==> src/rtl/pci_ind_pkg.sv <==
package pci_ind_pkg;

    localparam int PCI_DW  = 32;
    localparam int PCI_BEW = PCI_DW / 8;
    localparam int CMD_W   = 4;
    localparam int STAT_W  = 8;
    localparam int ERR_W   = 3;

    localparam logic [7:0] OFS_TADDR = 8'h00;
    localparam logic [7:0] OFS_CMDBE = 8'h04;
    localparam logic [7:0] OFS_WDATA = 8'h08;
    localparam logic [7:0] OFS_RSLT  = 8'h0C;
    localparam logic [7:0] OFS_STAT  = 8'h20;
    localparam logic [7:0] OFS_INTEN = 8'h24;

    localparam int ABORT_BIT = 1;

    typedef enum logic [2:0] {
        RS_TADDR,
        RS_CMDBE,
        RS_WDATA,
        RS_RSLT,
        RS_STAT,
        RS_INTEN,
        RS_NONE
    } reg_sel_e;

    typedef struct packed {
        logic [PCI_DW-1:0]  addr;
        logic [CMD_W-1:0]   cmd;
        logic [PCI_BEW-1:0] be_n;
        logic [PCI_DW-1:0]  data;
    } pci_cycle_t;

    typedef struct packed {
        logic              done;
        logic              abort;
        logic              is_read;
        logic [PCI_DW-1:0] data;
    } pci_resp_t;

    function automatic logic cmd_is_read(input logic [CMD_W-1:0] c);
        return ~c[0];
    endfunction

    function automatic logic [STAT_W-1:0] err_to_stat(input logic [ERR_W-1:0] e,
                                                      input logic abort);
        logic [STAT_W-1:0] v;
        v = '0;
        v[0] = e[0];
        v[ABORT_BIT] = abort;
        v[2] = e[1];
        v[3] = e[2];
        return v;
    endfunction

endpackage

==> src/rtl/pci_ind_decode.sv <==
module pci_ind_decode
    import pci_ind_pkg::*;
#(
    parameter int CPU_AW = 8
) (
    input  logic [CPU_AW-1:0] offset,
    output reg_sel_e          sel
);
    localparam int CW = (CPU_AW < 8) ? CPU_AW : 8;

    logic upper_zero;

    generate
        if (CPU_AW > 8) begin : g_wide
            assign upper_zero = (offset[CPU_AW-1:8] == '0);
        end else begin : g_narrow
            assign upper_zero = 1'b1;
        end
    endgenerate

    always_comb begin
        sel = RS_NONE;
        if (upper_zero) begin
            unique case (offset[CW-1:0])
                OFS_TADDR[CW-1:0]: sel = RS_TADDR;
                OFS_CMDBE[CW-1:0]: sel = RS_CMDBE;
                OFS_WDATA[CW-1:0]: sel = RS_WDATA;
                OFS_RSLT[CW-1:0]:  sel = RS_RSLT;
                OFS_STAT[CW-1:0]:  sel = RS_STAT;
                OFS_INTEN[CW-1:0]: sel = RS_INTEN;
                default:           sel = RS_NONE;
            endcase
        end
    end
endmodule

==> src/rtl/pci_ind_engine.sv <==
module pci_ind_engine
    import pci_ind_pkg::*;
(
    input  logic               clk,
    input  logic               rst,
    input  logic               acc_valid,
    input  logic               acc_wr,
    input  reg_sel_e           acc_sel,
    input  logic [PCI_DW-1:0]  acc_wdata,
    input  logic [PCI_DW-1:0]  taddr_q,
    input  logic [7:0]         cmdbe_q,
    output logic               hold,
    output logic               busy,
    output pci_cycle_t         cyc,
    input  logic               pci_ack,
    input  logic               pci_mabort,
    input  logic [PCI_DW-1:0]  pci_rdata,
    output pci_resp_t          resp
);
    logic       req_is_read_q;
    logic       launch_rd, launch_wr, launch;
    logic       wants_wait;
    pci_cycle_t nxt_cyc;

    assign launch_rd = acc_valid & acc_wr & (acc_sel == RS_CMDBE)
                     & cmd_is_read(acc_wdata[CMD_W-1:0]);
    assign launch_wr = acc_valid & acc_wr & (acc_sel == RS_WDATA);

    assign wants_wait = acc_valid &
                        ((acc_wr  & ((acc_sel == RS_CMDBE) | (acc_sel == RS_WDATA))) |
                         (~acc_wr & (acc_sel == RS_RSLT)));
    assign hold   = busy & wants_wait;
    assign launch = (launch_rd | launch_wr) & ~busy;

    always_comb begin
        nxt_cyc.addr = taddr_q;
        if (launch_rd) begin
            nxt_cyc.cmd  = acc_wdata[CMD_W-1:0];
            nxt_cyc.be_n = acc_wdata[CMD_W+PCI_BEW-1:CMD_W];
            nxt_cyc.data = '0;
        end else begin
            nxt_cyc.cmd  = cmdbe_q[CMD_W-1:0];
            nxt_cyc.be_n = cmdbe_q[CMD_W+PCI_BEW-1:CMD_W];
            nxt_cyc.data = acc_wdata;
        end
    end

    always_ff @(posedge clk) begin
        if (rst) begin
            busy          <= 1'b0;
            cyc           <= '0;
            req_is_read_q <= 1'b0;
        end else if (launch) begin
            busy          <= 1'b1;
            cyc           <= nxt_cyc;
            req_is_read_q <= launch_rd;
        end else if (busy && pci_ack) begin
            busy          <= 1'b0;
        end
    end

    assign resp.done    = busy & pci_ack;
    assign resp.abort   = busy & pci_ack & pci_mabort;
    assign resp.is_read = req_is_read_q;
    assign resp.data    = pci_rdata;

    p_fields_hold_r11: assert property (@(posedge clk) disable iff (rst)
        (busy && !pci_ack) |=> (busy && $stable(cyc)));
    p_release_on_ack_r3: assert property (@(posedge clk) disable iff (rst)
        (busy && pci_ack) |=> !busy);
    p_no_double_launch_r7: assert property (@(posedge clk) disable iff (rst)
        (busy && !pci_ack && wants_wait) |-> hold);

endmodule

==> src/rtl/pci_ind_regs.sv <==
module pci_ind_regs
    import pci_ind_pkg::*;
(
    input  logic               clk,
    input  logic               rst,
    input  logic               acc_we,
    input  reg_sel_e           acc_sel,
    input  logic [PCI_DW-1:0]  acc_wdata,
    input  pci_resp_t          resp,
    input  logic [ERR_W-1:0]   err_evt,
    output logic [PCI_DW-1:0]  taddr_q,
    output logic [7:0]         cmdbe_q,
    output logic [PCI_DW-1:0]  rd_mux,
    output logic               irq
);
    logic [PCI_DW-1:0] wdata_q;
    logic [PCI_DW-1:0] rslt_q;
    logic [STAT_W-1:0] stat_q;
    logic [STAT_W-1:0] inten_q;
    logic [STAT_W-1:0] stat_set, stat_clr;

    assign stat_set = err_to_stat(err_evt, resp.abort);
    assign stat_clr = (acc_we && acc_sel == RS_STAT) ? acc_wdata[STAT_W-1:0] : '0;

    always_ff @(posedge clk) begin
        if (rst) begin
            taddr_q <= '0;
            cmdbe_q <= '0;
            wdata_q <= '0;
            inten_q <= '0;
        end else if (acc_we) begin
            unique case (acc_sel)
                RS_TADDR: taddr_q <= acc_wdata;
                RS_CMDBE: cmdbe_q <= acc_wdata[7:0];
                RS_WDATA: wdata_q <= acc_wdata;
                RS_INTEN: inten_q <= acc_wdata[STAT_W-1:0];
                default:  ;
            endcase
        end
    end

    always_ff @(posedge clk) begin
        if (rst) begin
            rslt_q <= '0;
        end else if (resp.done) begin
            if (resp.abort)
                rslt_q <= '1;
            else if (resp.is_read)
                rslt_q <= resp.data;
        end
    end

    genvar gi;
    generate
        for (gi = 0; gi < STAT_W; gi++) begin : g_stat
            always_ff @(posedge clk) begin
                if (rst)
                    stat_q[gi] <= 1'b0;
                else if (stat_set[gi])
                    stat_q[gi] <= 1'b1;
                else if (stat_clr[gi])
                    stat_q[gi] <= 1'b0;
            end
        end
    endgenerate

    assign irq = |(stat_q & inten_q);

    always_comb begin
        unique case (acc_sel)
            RS_TADDR: rd_mux = taddr_q;
            RS_CMDBE: rd_mux = {{(PCI_DW-8){1'b0}}, cmdbe_q};
            RS_WDATA: rd_mux = wdata_q;
            RS_RSLT:  rd_mux = rslt_q;
            RS_STAT:  rd_mux = {{(PCI_DW-STAT_W){1'b0}}, stat_q};
            RS_INTEN: rd_mux = {{(PCI_DW-STAT_W){1'b0}}, inten_q};
            default:  rd_mux = '0;
        endcase
    end

    p_abort_fill_r6: assert property (@(posedge clk) disable iff (rst)
        (resp.done && resp.abort) |=> (stat_q[ABORT_BIT] && (&rslt_q)));
    p_w1c_clears_r8: assert property (@(posedge clk) disable iff (rst)
        (acc_we && acc_sel == RS_STAT && acc_wdata[ABORT_BIT] && !resp.abort)
        |=> !stat_q[ABORT_BIT]);
    p_reserved_zero_r8: assert property (@(posedge clk) disable iff (rst)
        stat_q[STAT_W-1:4] == '0);
    p_write_keeps_result_r5: assert property (@(posedge clk) disable iff (rst)
        (resp.done && !resp.abort && !resp.is_read) |=> $stable(rslt_q));

endmodule

==> src/rtl/pci_indirect_port.sv <==
module pci_indirect_port
    import pci_ind_pkg::*;
#(
    parameter int CPU_AW = 8
) (
    input  logic                clk,
    input  logic                rst,
    input  logic                cpu_sel,
    input  logic                cpu_wr,
    input  logic [CPU_AW-1:0]   cpu_addr,
    input  logic [PCI_DW-1:0]   cpu_wdata,
    output logic [PCI_DW-1:0]   cpu_rdata,
    output logic                cpu_ready,
    output logic                pci_req,
    output logic [PCI_DW-1:0]   pci_addr,
    output logic [CMD_W-1:0]    pci_cmd,
    output logic [PCI_BEW-1:0]  pci_be_n,
    output logic [PCI_DW-1:0]   pci_wdata,
    input  logic                pci_ack,
    input  logic                pci_mabort,
    input  logic [PCI_DW-1:0]   pci_rdata,
    input  logic [ERR_W-1:0]    err_evt,
    output logic                irq
);
    reg_sel_e          sel;
    logic              hold, busy;
    pci_cycle_t        cyc;
    pci_resp_t         resp;
    logic [PCI_DW-1:0] taddr_q;
    logic [7:0]        cmdbe_q;
    logic [PCI_DW-1:0] rd_mux;
    logic              acc_we;

    pci_ind_decode #(.CPU_AW(CPU_AW)) u_dec (
        .offset (cpu_addr),
        .sel    (sel)
    );

    pci_ind_engine u_eng (
        .clk        (clk),
        .rst        (rst),
        .acc_valid  (cpu_sel),
        .acc_wr     (cpu_wr),
        .acc_sel    (sel),
        .acc_wdata  (cpu_wdata),
        .taddr_q    (taddr_q),
        .cmdbe_q    (cmdbe_q),
        .hold       (hold),
        .busy       (busy),
        .cyc        (cyc),
        .pci_ack    (pci_ack),
        .pci_mabort (pci_mabort),
        .pci_rdata  (pci_rdata),
        .resp       (resp)
    );

    assign acc_we = cpu_sel & cpu_wr & ~hold;

    pci_ind_regs u_regs (
        .clk       (clk),
        .rst       (rst),
        .acc_we    (acc_we),
        .acc_sel   (sel),
        .acc_wdata (cpu_wdata),
        .resp      (resp),
        .err_evt   (err_evt),
        .taddr_q   (taddr_q),
        .cmdbe_q   (cmdbe_q),
        .rd_mux    (rd_mux),
        .irq       (irq)
    );

    assign cpu_ready = ~hold;
    assign cpu_rdata = rd_mux;
    assign pci_req   = busy;
    assign pci_addr  = cyc.addr;
    assign pci_cmd   = cyc.cmd;
    assign pci_be_n  = cyc.be_n;
    assign pci_wdata = cyc.data;

    p_hold_needs_req_r7: assert property (@(posedge clk) disable iff (rst)
        !cpu_ready |-> pci_req);
    p_idle_after_reset_r1: assert property (@(posedge clk)
        $past(rst) |-> (!pci_req && !irq));

endmodule

==> config.mk <==
export PLATFORM = sky130hd
export DESIGN_NAME = pci_indirect_port
export DESIGN_NICKNAME = d
export VERILOG_FILES = /design/src/rtl/pci_ind_pkg.sv /design/src/rtl/pci_ind_decode.sv /design/src/rtl/pci_ind_engine.sv /design/src/rtl/pci_ind_regs.sv /design/src/rtl/pci_indirect_port.sv
export SDC_FILE = /design/constraint.sdc
export NUM_CORES = 1
export LEC_CHECK = 0
export CELL_PAD_IN_SITES_DETAIL_PLACEMENT = 1
export CELL_PAD_IN_SITES_GLOBAL_PLACEMENT = 1
export CORE_UTILIZATION = 34
export CTS_BUF_LIST = sky130_fd_sc_hd__clkbuf_16
export CTS_CLUSTER_SIZE = 24
export DETAILED_ROUTE_END_ITERATION = 16
export PLACE_DENSITY = 0.74
export SLEW_MARGIN = 20
export SYNTH_ARGS = -nofsm -noshare
export SYNTH_HDL_FRONTEND = slang
export SYNTH_HIERARCHICAL = 1
export SYNTH_SLANG_ARGS = --single-unit
==> constraint.sdc <==
create_clock -name clk -period 3.2 [get_ports clk]
set_input_delay 0.8 -clock clk [delete_from_list [all_inputs] [get_ports clk]]
set_output_delay 0.8 -clock clk [all_outputs]
set_load 0.01 [all_outputs]
---- Word level (Yosys, flattened, before mapping) ----
Cells that the tools add are included.
operators by class
  equality and inequality tests ........... 10
  muxes and demuxes ....................... 16
  bitwise gates (word level) .............. 20
  reduce and logical (&&, ||, !) cells .... 16
operator list
  cell                count
  $pmux 32 s6         1
  $mux 32             2
  $mux 40             1
  $pmux 3 s6          1
  $eq 8x4->1 const B  2
  $eq 8x6->1 const B  2
  $and 1x1->1         12
  $reduce_bool 2->1   6
  $mux 1              10
  $reduce_and 2->1    5
  $and 4x8->8         1
  $eq 8x3->1 const B  1
  $logic_not 8->1     1
  $reduce_or 8->1     1
  $eq 3x2->1 const B  2
  $eq 3x3->1 const B  2
  $mux 4              1
  $not 1->1           4
  $eq 3x1->1 const B  1
  $logic_not 3->1     1
  $or 1x1->1          3
  $logic_and 1x1->1   2
word-level totals
  register bits after elaboration ......... 190
  bits of input ports ..................... 81
  output and inout port bits .............. 107
  logic and storage cells ................. 77

---- Depth between registers and ports, before layout ----
Gate-level depths: netlist of run 1.
  depth in word-level cells ............... 14
  mapped depth ............................ 11

---- Modules after synthesis ----
Netlist of run 1, hierarchy kept.
by module, submodules not included
  module             times used  cells each  area each (um^2)
  pci_ind_regs       1           641         5,136.2
  pci_ind_engine     1           382         3,698.5
  pci_ind_decode     1           8           42.5
  pci_indirect_port  1           2           12.5

---- Least setup slack after synthesis of run 1 ----
No wires, ideal clock.
  path kind ............................... input to output
  from .................................... input port cpu_addr[1]
  to ...................................... output port cpu_rdata[12]
  arrival time ............................ 2,382 ps
  required time ........................... 2,400 ps
  slack ................................... 18 ps
  stages on the path ...................... 7
  path buffers ............................ 2
  path through ............................ nor4b_1 and3_1 buf_2 buf_4 mux2_2 a22oi_1 nor2_1
on the way
  cells in the longest elaborated chain, start to end .. 4
  elaborated cells on any way between the ends .. 14
  classes of those cells .................. eq/ne (10); mux (2); reduce/logical (2)
ends and longest elaborated chain
  what                                      line                     text
  start, declared                           pci_indirect_port.sv:10  input logic [CPU_AW-1:0] cpu_addr,
  $eq 8x6->1, or another cell as far along  pci_ind_decode.sv:24     unique case (offset[CW-1:0])
  $pmux 3 s6 (*)                            pci_ind_decode.sv:24
  named net sel[0]                          pci_indirect_port.sv:25  reg_sel_e sel;
  $eq 3x3->1, or another cell as far along  pci_ind_regs.sv:70       unique case (acc_sel)
  $pmux 32 s6 (*)                           pci_ind_regs.sv:70
  end, declared                             pci_indirect_port.sv:12  output logic [PCI_DW-1:0] cpu_rdata,
Mark *: on every way through the listed nets, which the timed path passes. The rest lies on a longest branch.

---- Worst setup path after layout of run 1 ----
  from .................................... input port cpu_addr[7]
  to ...................................... output port cpu_rdata[18]
The elaborated chain is that of the path after synthesis.

==> impl_metrics.json, run 1 <==
{
  "outcome": "finished with violations",
  "violations": "setup timing",
  "vdd_ir_drop_max_mv": 0.294,
  "fin_skew_ns": 0.00954,
  "fp-row-count": 58,
  "grt_pass1_vias": 8406,
  "synth_edf_count": 0,
  "fin_crit_sh": 1.02,
  "cts_root_buffer": "clkbuf_16",
  "critPathTopFamily": "simple AND/OR/NAND/NOR gates",
  "synth_top_area_share": 0.428,
  "grt_pass1_wl_um": 48400,
  "slew_headroom": 0.574,
  "firstDrtPassIters": 5,
  "area_growth_pct": 36.6,
  "drtIter0Drc": 452,
  "timing.rr.start": "u_eng/busy$_SDFFE_PP0P_",
  "tightest_slew_ns": 0.639,
  "critPathCaptureType": "output pin",
  "yosys_warnings": 6,
  "gr-total-overflow": 0,
  "grt_max_degree": 126,
  "track_usage": 0.240,
  "cp_max_fo": 6,
  "nets": 1273,
  "cpPeakStageDelay_ns": 0.32,
  "io_pins": 188,
  "synthesis.area_sq_mm": 0.00889,
  "synth_ff_type": "dfxtp_1",
  "hold_violations": 0,
  "drive_above_1_share": 0.193,
  "worstSetupPathType": "primary input to output pin",
  "p_comb_frac": 0.060,
  "clk_latency_ns": 0.44,
  "startpoint_type": "primary input",
  "crit_start": "cpu_addr[7]",
  "seq_power_share": 0.500,
  "initial_utilization": 0.350,
  "final_antenna_net_count": 0,
  "coreArea_sq_mm": 0.0254,
  "slew_violations": 0,
  "netlist_instances": 1033,
  "cts_made_buffers": 17,
  "synth_area_leader_cell": "dfxtp_1",
  "cts_htree_levels": 4,
  "min_path_type": "flip-flop to flip-flop",
  "fin_util": 0.478,
  "dieArea_sq_mm": 0.0268,
  "synth_nets": 1114,
  "clkSlewWorstSetupHoldPaths_ns": 0.07,
  "stdcell_area_sq_mm": 0.0121,
  "synth_area_leaders": "dfxtp_1, nand2_1, mux2i_1, a21oi_1, nor3_1",
  "async_flop_share": 0,
  "gp_congestion": 0.885,
  "p_int_w": 0.00353,
  "max_clock_freq_ghz": 0.307,
  "ys_seq_area_frac": 0.428,
  "cpMaxStageDelayCell": "and3_4",
  "drc": 0,
  "synth_common_cells": "nand2_1, dfxtp_1, mux2i_1, nor2_1, a21oi_1",
  "antenna_found_initial": 2,
  "p_leak_nw": 4.25,
  "grt_setup_unrepaired": "yes",
  "synth_most_common_cell": "nand2_1",
  "setup_viol": 15,
  "cap_viol_max_count": 0,
  "switching_share": 0.255,
  "place_hpwl_um": 20700,
  "period_needed_ns": 3.25,
  "routed_via_density": 5.33,
  "path_cells": "buf_6 > nor4b_4 > and3_4 > buf_8 > buf_16 > mux2_4 > a22oi_2 > nor2_1 > buf_2",
  "antenna_cells": 0,
  "placed_area_sq_mm": 0.0111,
  "die_y_um": 164,
  "min_from": "u_regs/wdata_q[8]$_SDFFE_PP0P_",
  "cts.sinks": 190,
  "cp.required_ns": 2.40,
  "worstPathBufferInverterCount": 4,
  "cts.path.max_buffers": 2,
  "ys_ff_latch": 190,
  "setup_ws_ns": -0.0537,
  "totalWireLength_um": 32300,
  "wire_per_inst_um": 21.1,
  "cp.arrival_ns": 2.45,
  "via_count": 8176,
  "die_x_um": 164,
  "p_clk_frac": 0.439,
  "synth.distinct_cells": 52,
  "portBuffers": 187,
  "syn_avg_cell_area_sq_um": 8.61,
  "cts_tree": "done",
  "p_switching_w": 0.00121,
  "pwr_density_cell_mw_per_mm2": 390
}
-- final timing paths --
kind	endpoint	slack, ns	depth (start not counted)
setup / recovery	cpu_rdata[18]	-0.05	9
hold / removal	u_regs/wdata_q[8]$_SDFFE_PP0P_	0.45	2
setup reg to reg	u_regs/wdata_q[7]$_SDFFE_PP0P_	1.08	8
hold reg to reg	u_regs/wdata_q[8]$_SDFFE_PP0P_	0.45	2
-- cells by family (layout without fill, tap and decap cells) --
logic type	after synthesis	after routing	synth area share
compound gates	163	163	0.134
xor+xnor	1	1	0.000985
mux	121	121	0.140
simple gates	429	429	0.208
flops	190	190	0.428
buf+inv	129	301	0.0888
-- power groups by stage --
stage | Sequential (W) | Clock, W | Combinational (W)
final | 0.00237 | 0.00208 | 0.000286
after CTS | 0.00237 | 0.00212 | 0.000279
after floorplan | 0.00243 | 0 | 0.000119
after global placement | 0.00243 | 0 | 0.000265
after detailed placement | 0.00243 | 0 | 0.000265
after global routing | 0.00237 | 0.00222 | 0.000304
-- sequential cells by signal, indices dropped and copies added (netlist names) --
register             cells
u_eng/cyc               72
u_eng/req_is_read_q      1
u_regs/inten_q           8
u_regs/rslt_q           32
u_regs/taddr_q          32
u_regs/wdata_q          32
u_regs/cmdbe_q           8
u_eng/busy               1
u_regs/stat_q            4
-- through the flow --
stage	hold WS, ns	cells	worst slack (ns)	total power [W]	TNS (ns)
finish	0.455	1535	-0.0537	0.00474	-0.361
global route	0.477	1535	-0.120	0.00489	-1.82
CTS	0.456	1531	-0.0264	0.00477	-0.0595
detailed placement	0.446	1481	-0.787	0.00269	-78.16
global placement	0.440	1481	-0.743	0.00269	-69.36
floorplan	0.433	1033	0.0180	0.00254	0
-- cell usage in the layout (no fill, tap or decap), types with 12 or more instances in the layout --
cell type / synthesis / routed
a21oi_1: 73 / 71
a22oi_1: 32 / 13
a22oi_2: 0 / 19
buf_12: 1 / 23
buf_2: 18 / 31
buf_4: 40 / 37
buf_6: 11 / 12
clkbuf_16: 0 / 18
clkdlybuf4s50_1: 0 / 145
dfxtp_1: 190 / 190
mux2_2: 30 / 13
mux2_4: 0 / 17
mux2i_1: 91 / 89
nand2_1: 246 / 243
nor2_1: 79 / 77
nor3_1: 71 / 71
o211ai_1: 32 / 32
-- timing repair --
item	in CTS	in global routing
hold buffers	0	0
endpoints found under the setup margin	105	78
cloned	3	2
resized for setup	207	34
buffers inserted	16	2
pin swaps	19	27
-- layout make-up --
type                       count  area, sq um
fill                        2913        13300
clock inverter                15          129
multi-input combinational    714         4640
sequential                   190         3800
timing repair buffer         263         2710
tap                          330          413
inverter                       6         25.0
clock buffer                  17          425
-- worst register-to-register path, stage by stage (launching register included) --
cell and delay (ns):
dfxtp_1 0.41, and4b_1 0.28, and3b_2 0.28, buf_6 0.13
nor4bb_4 0.33, buf_4 0.21, buf_12 0.15, nand2_2 0.08
a21oi_2 0.19
-- per-layer routing --
layer  vias to the layer above  track usage  share of wire
met2                       294        0.414           0.50
met1                      3998        0.298           0.42
met5                         -            0        0.00084
met3                        48       0.0472          0.058
li1                       3832            -              -
met4                         4       0.0766          0.023
(Power assumes the default switching activity.)
==> run 2: changes to the inputs <==
--- a/config.mk
+++ b/config.mk
@@ -7,11 +7,12 @@
 export LEC_CHECK = 0
 export CELL_PAD_IN_SITES_DETAIL_PLACEMENT = 1
 export CELL_PAD_IN_SITES_GLOBAL_PLACEMENT = 1
-export CORE_UTILIZATION = 34
+export CORE_UTILIZATION = 41
 export CTS_BUF_LIST = sky130_fd_sc_hd__clkbuf_16
+export CTS_CLUSTER_DIAMETER = 150
 export CTS_CLUSTER_SIZE = 24
 export DETAILED_ROUTE_END_ITERATION = 16
-export PLACE_DENSITY = 0.74
+export PLACE_DENSITY = 0.83
 export SLEW_MARGIN = 20
 export SYNTH_ARGS = -nofsm -noshare
 export SYNTH_HDL_FRONTEND = slang
==> constraint.sdc (replaced) <==
create_clock -name clk -period 4 [get_ports clk]
set_input_delay 1 -clock clk [delete_from_list [all_inputs] [get_ports clk]]
set_output_delay 1 -clock clk [all_outputs]
set_load 0.01 [all_outputs]
==> impl_metrics.json, run 2 (synthesis results as in run 1) <==
{
  "outcome": "finished with violations",
  "violations": "setup timing",
  "drc": 0,
  "p_leak_nw": 4.01,
  "die_y_um": 149,
  "final_common_cell": "nand2_1",
  "cts.path.max_buffers": 2,
  "period_needed_ns": 4.00,
  "cpMaxStageDelayCell": "clkdlybuf4s50_1",
  "cp.required_ns": 3.00,
  "met3_wirelength_um": 1150,
  "portBuffers": 187,
  "cp.depth": 8,
  "min_from": "u_regs/wdata_q[23]$_SDFFE_PP0P_",
  "slew_headroom": 0.401,
  "vdd_ir_drop_max_mv": 0.289,
  "dr.max_layer_used": "met4",
  "regMostFlops": "u_eng/cyc",
  "antenna_cells": 0,
  "final_cells": 1463,
  "place_inst": 1421,
  "clk_latency_ns": 0.44,
  "tightest_slew_ns": 0.899,
  "cpPeakStageDelay_ns": 0.44,
  "slew_violations": 0,
  "reg2reg_to": "u_regs/rslt_q[14]$_SDFFE_PP0P_",
  "largest_register_ffs": 72,
  "cts_root_buffer": "clkbuf_16",
  "critPathCaptureType": "output pin",
  "whs_path_depth": 2,
  "firstDrtPassIters": 5,
  "dieArea_sq_mm": 0.0223,
  "final_antenna_net_count": 0,
  "gr-total-overflow": 0,
  "timing.rr.start": "u_eng/busy$_SDFFE_PP0P_",
  "area_growth_pct": 29.7,
  "fin_util": 0.545,
  "path_cells": "clkdlybuf4s50_1 > nor4_2 > nand2_2 > buf_4 > mux2_2 > a221oi_2 > nor2_1 > dlygate4sd2_1",
  "cts_htree_levels": 4,
  "totalWireLength_um": 30000,
  "setup_viol": 1,
  "grt_setup_unrepaired": "yes",
  "worstSetupPathType": "primary input to output pin",
  "regToRegSetupSlack_ns": 1.82,
  "worstPathBufferInverterCount": 3,
  "fin_crit_sh": 1.00,
  "critPathTopFamily": "buffers and inverters",
  "cp_max_fo": 4,
  "hold_violations": 0,
  "cp.arrival_ns": 3.00,
  "coreArea_sq_mm": 0.0212,
  "grt_pass1_vias": 8478,
  "fillers": 2434,
  "cts_tree": "done",
  "min_to": "u_regs/wdata_q[23]$_SDFFE_PP0P_",
  "min_path_type": "flip-flop to flip-flop",
  "pwr_density_cell_mw_per_mm2": 326,
  "wl_met2_um": 15200,
  "cap_viol_max_count": 0,
  "routed_via_density": 5.57,
  "final_cell_mix": "nand2_1, dfxtp_1, clkdlybuf4s50_1, mux2i_1, nor2_1",
  "wl_met1_um": 12800,
  "track_usage": 0.273,
  "startpoint_type": "primary input",
  "grt_pass1_wl_um": 46700,
  "cts_made_buffers": 17,
  "wire_per_inst_um": 20.5,
  "place_hpwl_um": 19900,
  "drtIter0Drc": 447,
  "drive_above_1_share": 0.154,
  "via_count": 8149,
  "initial_utilization": 0.420,
  "fp-row-count": 53,
  "nets": 1259,
  "clkSlewWorstSetupHoldPaths_ns": 0.07,
  "setup_ws_ns": -0.00485,
  "gp_congestion": 0.830,
  "cts.sinks": 190,
  "antenna_found_initial": 0,
  "io_pins": 188,
  "r2r_cells": 6,
  "fin_skew_ns": 0.0132,
  "die_x_um": 149,
  "grt_max_degree": 115,
  "max_clock_freq_ghz": 0.250
}
[run 2: changes by cell type in the layout (fill, tap and decap cells not counted), moves of 5 or more]
cell,previous run,this run
clkdlybuf4s50_1,145,150
inv_8,5,0
mux2_4,17,0
mux2_2,13,30
buf_12,23,12
buf_4,37,47
a22oi_1,13,25
buf_2,31,14
a22oi_2,19,7
clkbuf_2,1,15
buf_6,12,3
[run 2: layout make-up]
class	instances	area, sq um	area share
tap	275	344	0.0298
timing repair buffer	249	2370	0.205
sequential	190	3800	0.330
inverter	6	27.5	0.00239
multi-input combinational	714	4440	0.385
clock inverter	12	124	0.0107
clock buffer	17	425	0.0369
[run 2: worst max-delay path by stage]
stage	from	endpoint
final	cpu_addr[5]	cpu_rdata[6]
after CTS	cpu_addr[2]	cpu_rdata[5]
after global routing	cpu_addr[5]	cpu_rdata[6]
after global placement	cpu_addr[1]	cpu_rdata[7]
after floorplan	cpu_addr[1]	cpu_rdata[12]
after detailed placement	cpu_addr[1]	cpu_rdata[5]
[run 2: layer usage]
layer	vias up	GRT usage
li1	3793	-
met4	0	0.106
met2	235	0.486
met3	55	0.0404
met1	4066	0.329
met5	-	0
[run 2: stage by stage]
step	area, sq um	TNS (ns)	hold WS [ns]	setup slack, ns	power, W
after floorplan	8890	0	0.433	0.418	0.00204
after global placement	10900	-10.15	0.440	-0.330	0.00214
after detailed placement	10900	-19.21	0.446	-0.409	0.00215
after CTS	11600	-0.0403	0.456	-0.0397	0.00378
after global routing	11500	-0.0189	0.479	-0.0189	0.00387
final	11500	-0.00485	0.458	-0.00485	0.00376
[run 2: report_power, final]
group | internal [W] | switching (W) | total [W]
registers | 0.00189 | 0.00000302 | 0.00190
logic | 0.000101 | 0.000112 | 0.000213
clock network | 0.000906 | 0.000742 | 0.00165
total | 0.00290 | 0.000857 | 0.00376
[run 2: repair_timing]
| item | in CTS | in global routing |
|---|---|---|
| hold buffers | 0 | 0 |
| cloned | 2 | 0 |
| gates resized for setup | 101 | 30 |
| pin swaps | 4 | 4 |
| endpoints found under the setup margin | 33 | 28 |
| buffers inserted | 11 | 1 |
[run 2: worst min-delay path: stages, from the launching register on]
cell     delay, ns
dfxtp_1       0.31
nand2_1       0.05
a21oi_1       0.05
==> run 3: changes to the inputs <==
--- a/config.mk
+++ b/config.mk
@@ -5,6 +5,7 @@
 export SDC_FILE = /design/constraint.sdc
 export NUM_CORES = 1
 export LEC_CHECK = 0
+export CAP_MARGIN = 20
 export CELL_PAD_IN_SITES_DETAIL_PLACEMENT = 1
 export CELL_PAD_IN_SITES_GLOBAL_PLACEMENT = 1
 export CORE_UTILIZATION = 41
==> results of run 3 <==
Same layout as run 2: the final DEF is identical, and so are final timing and power.
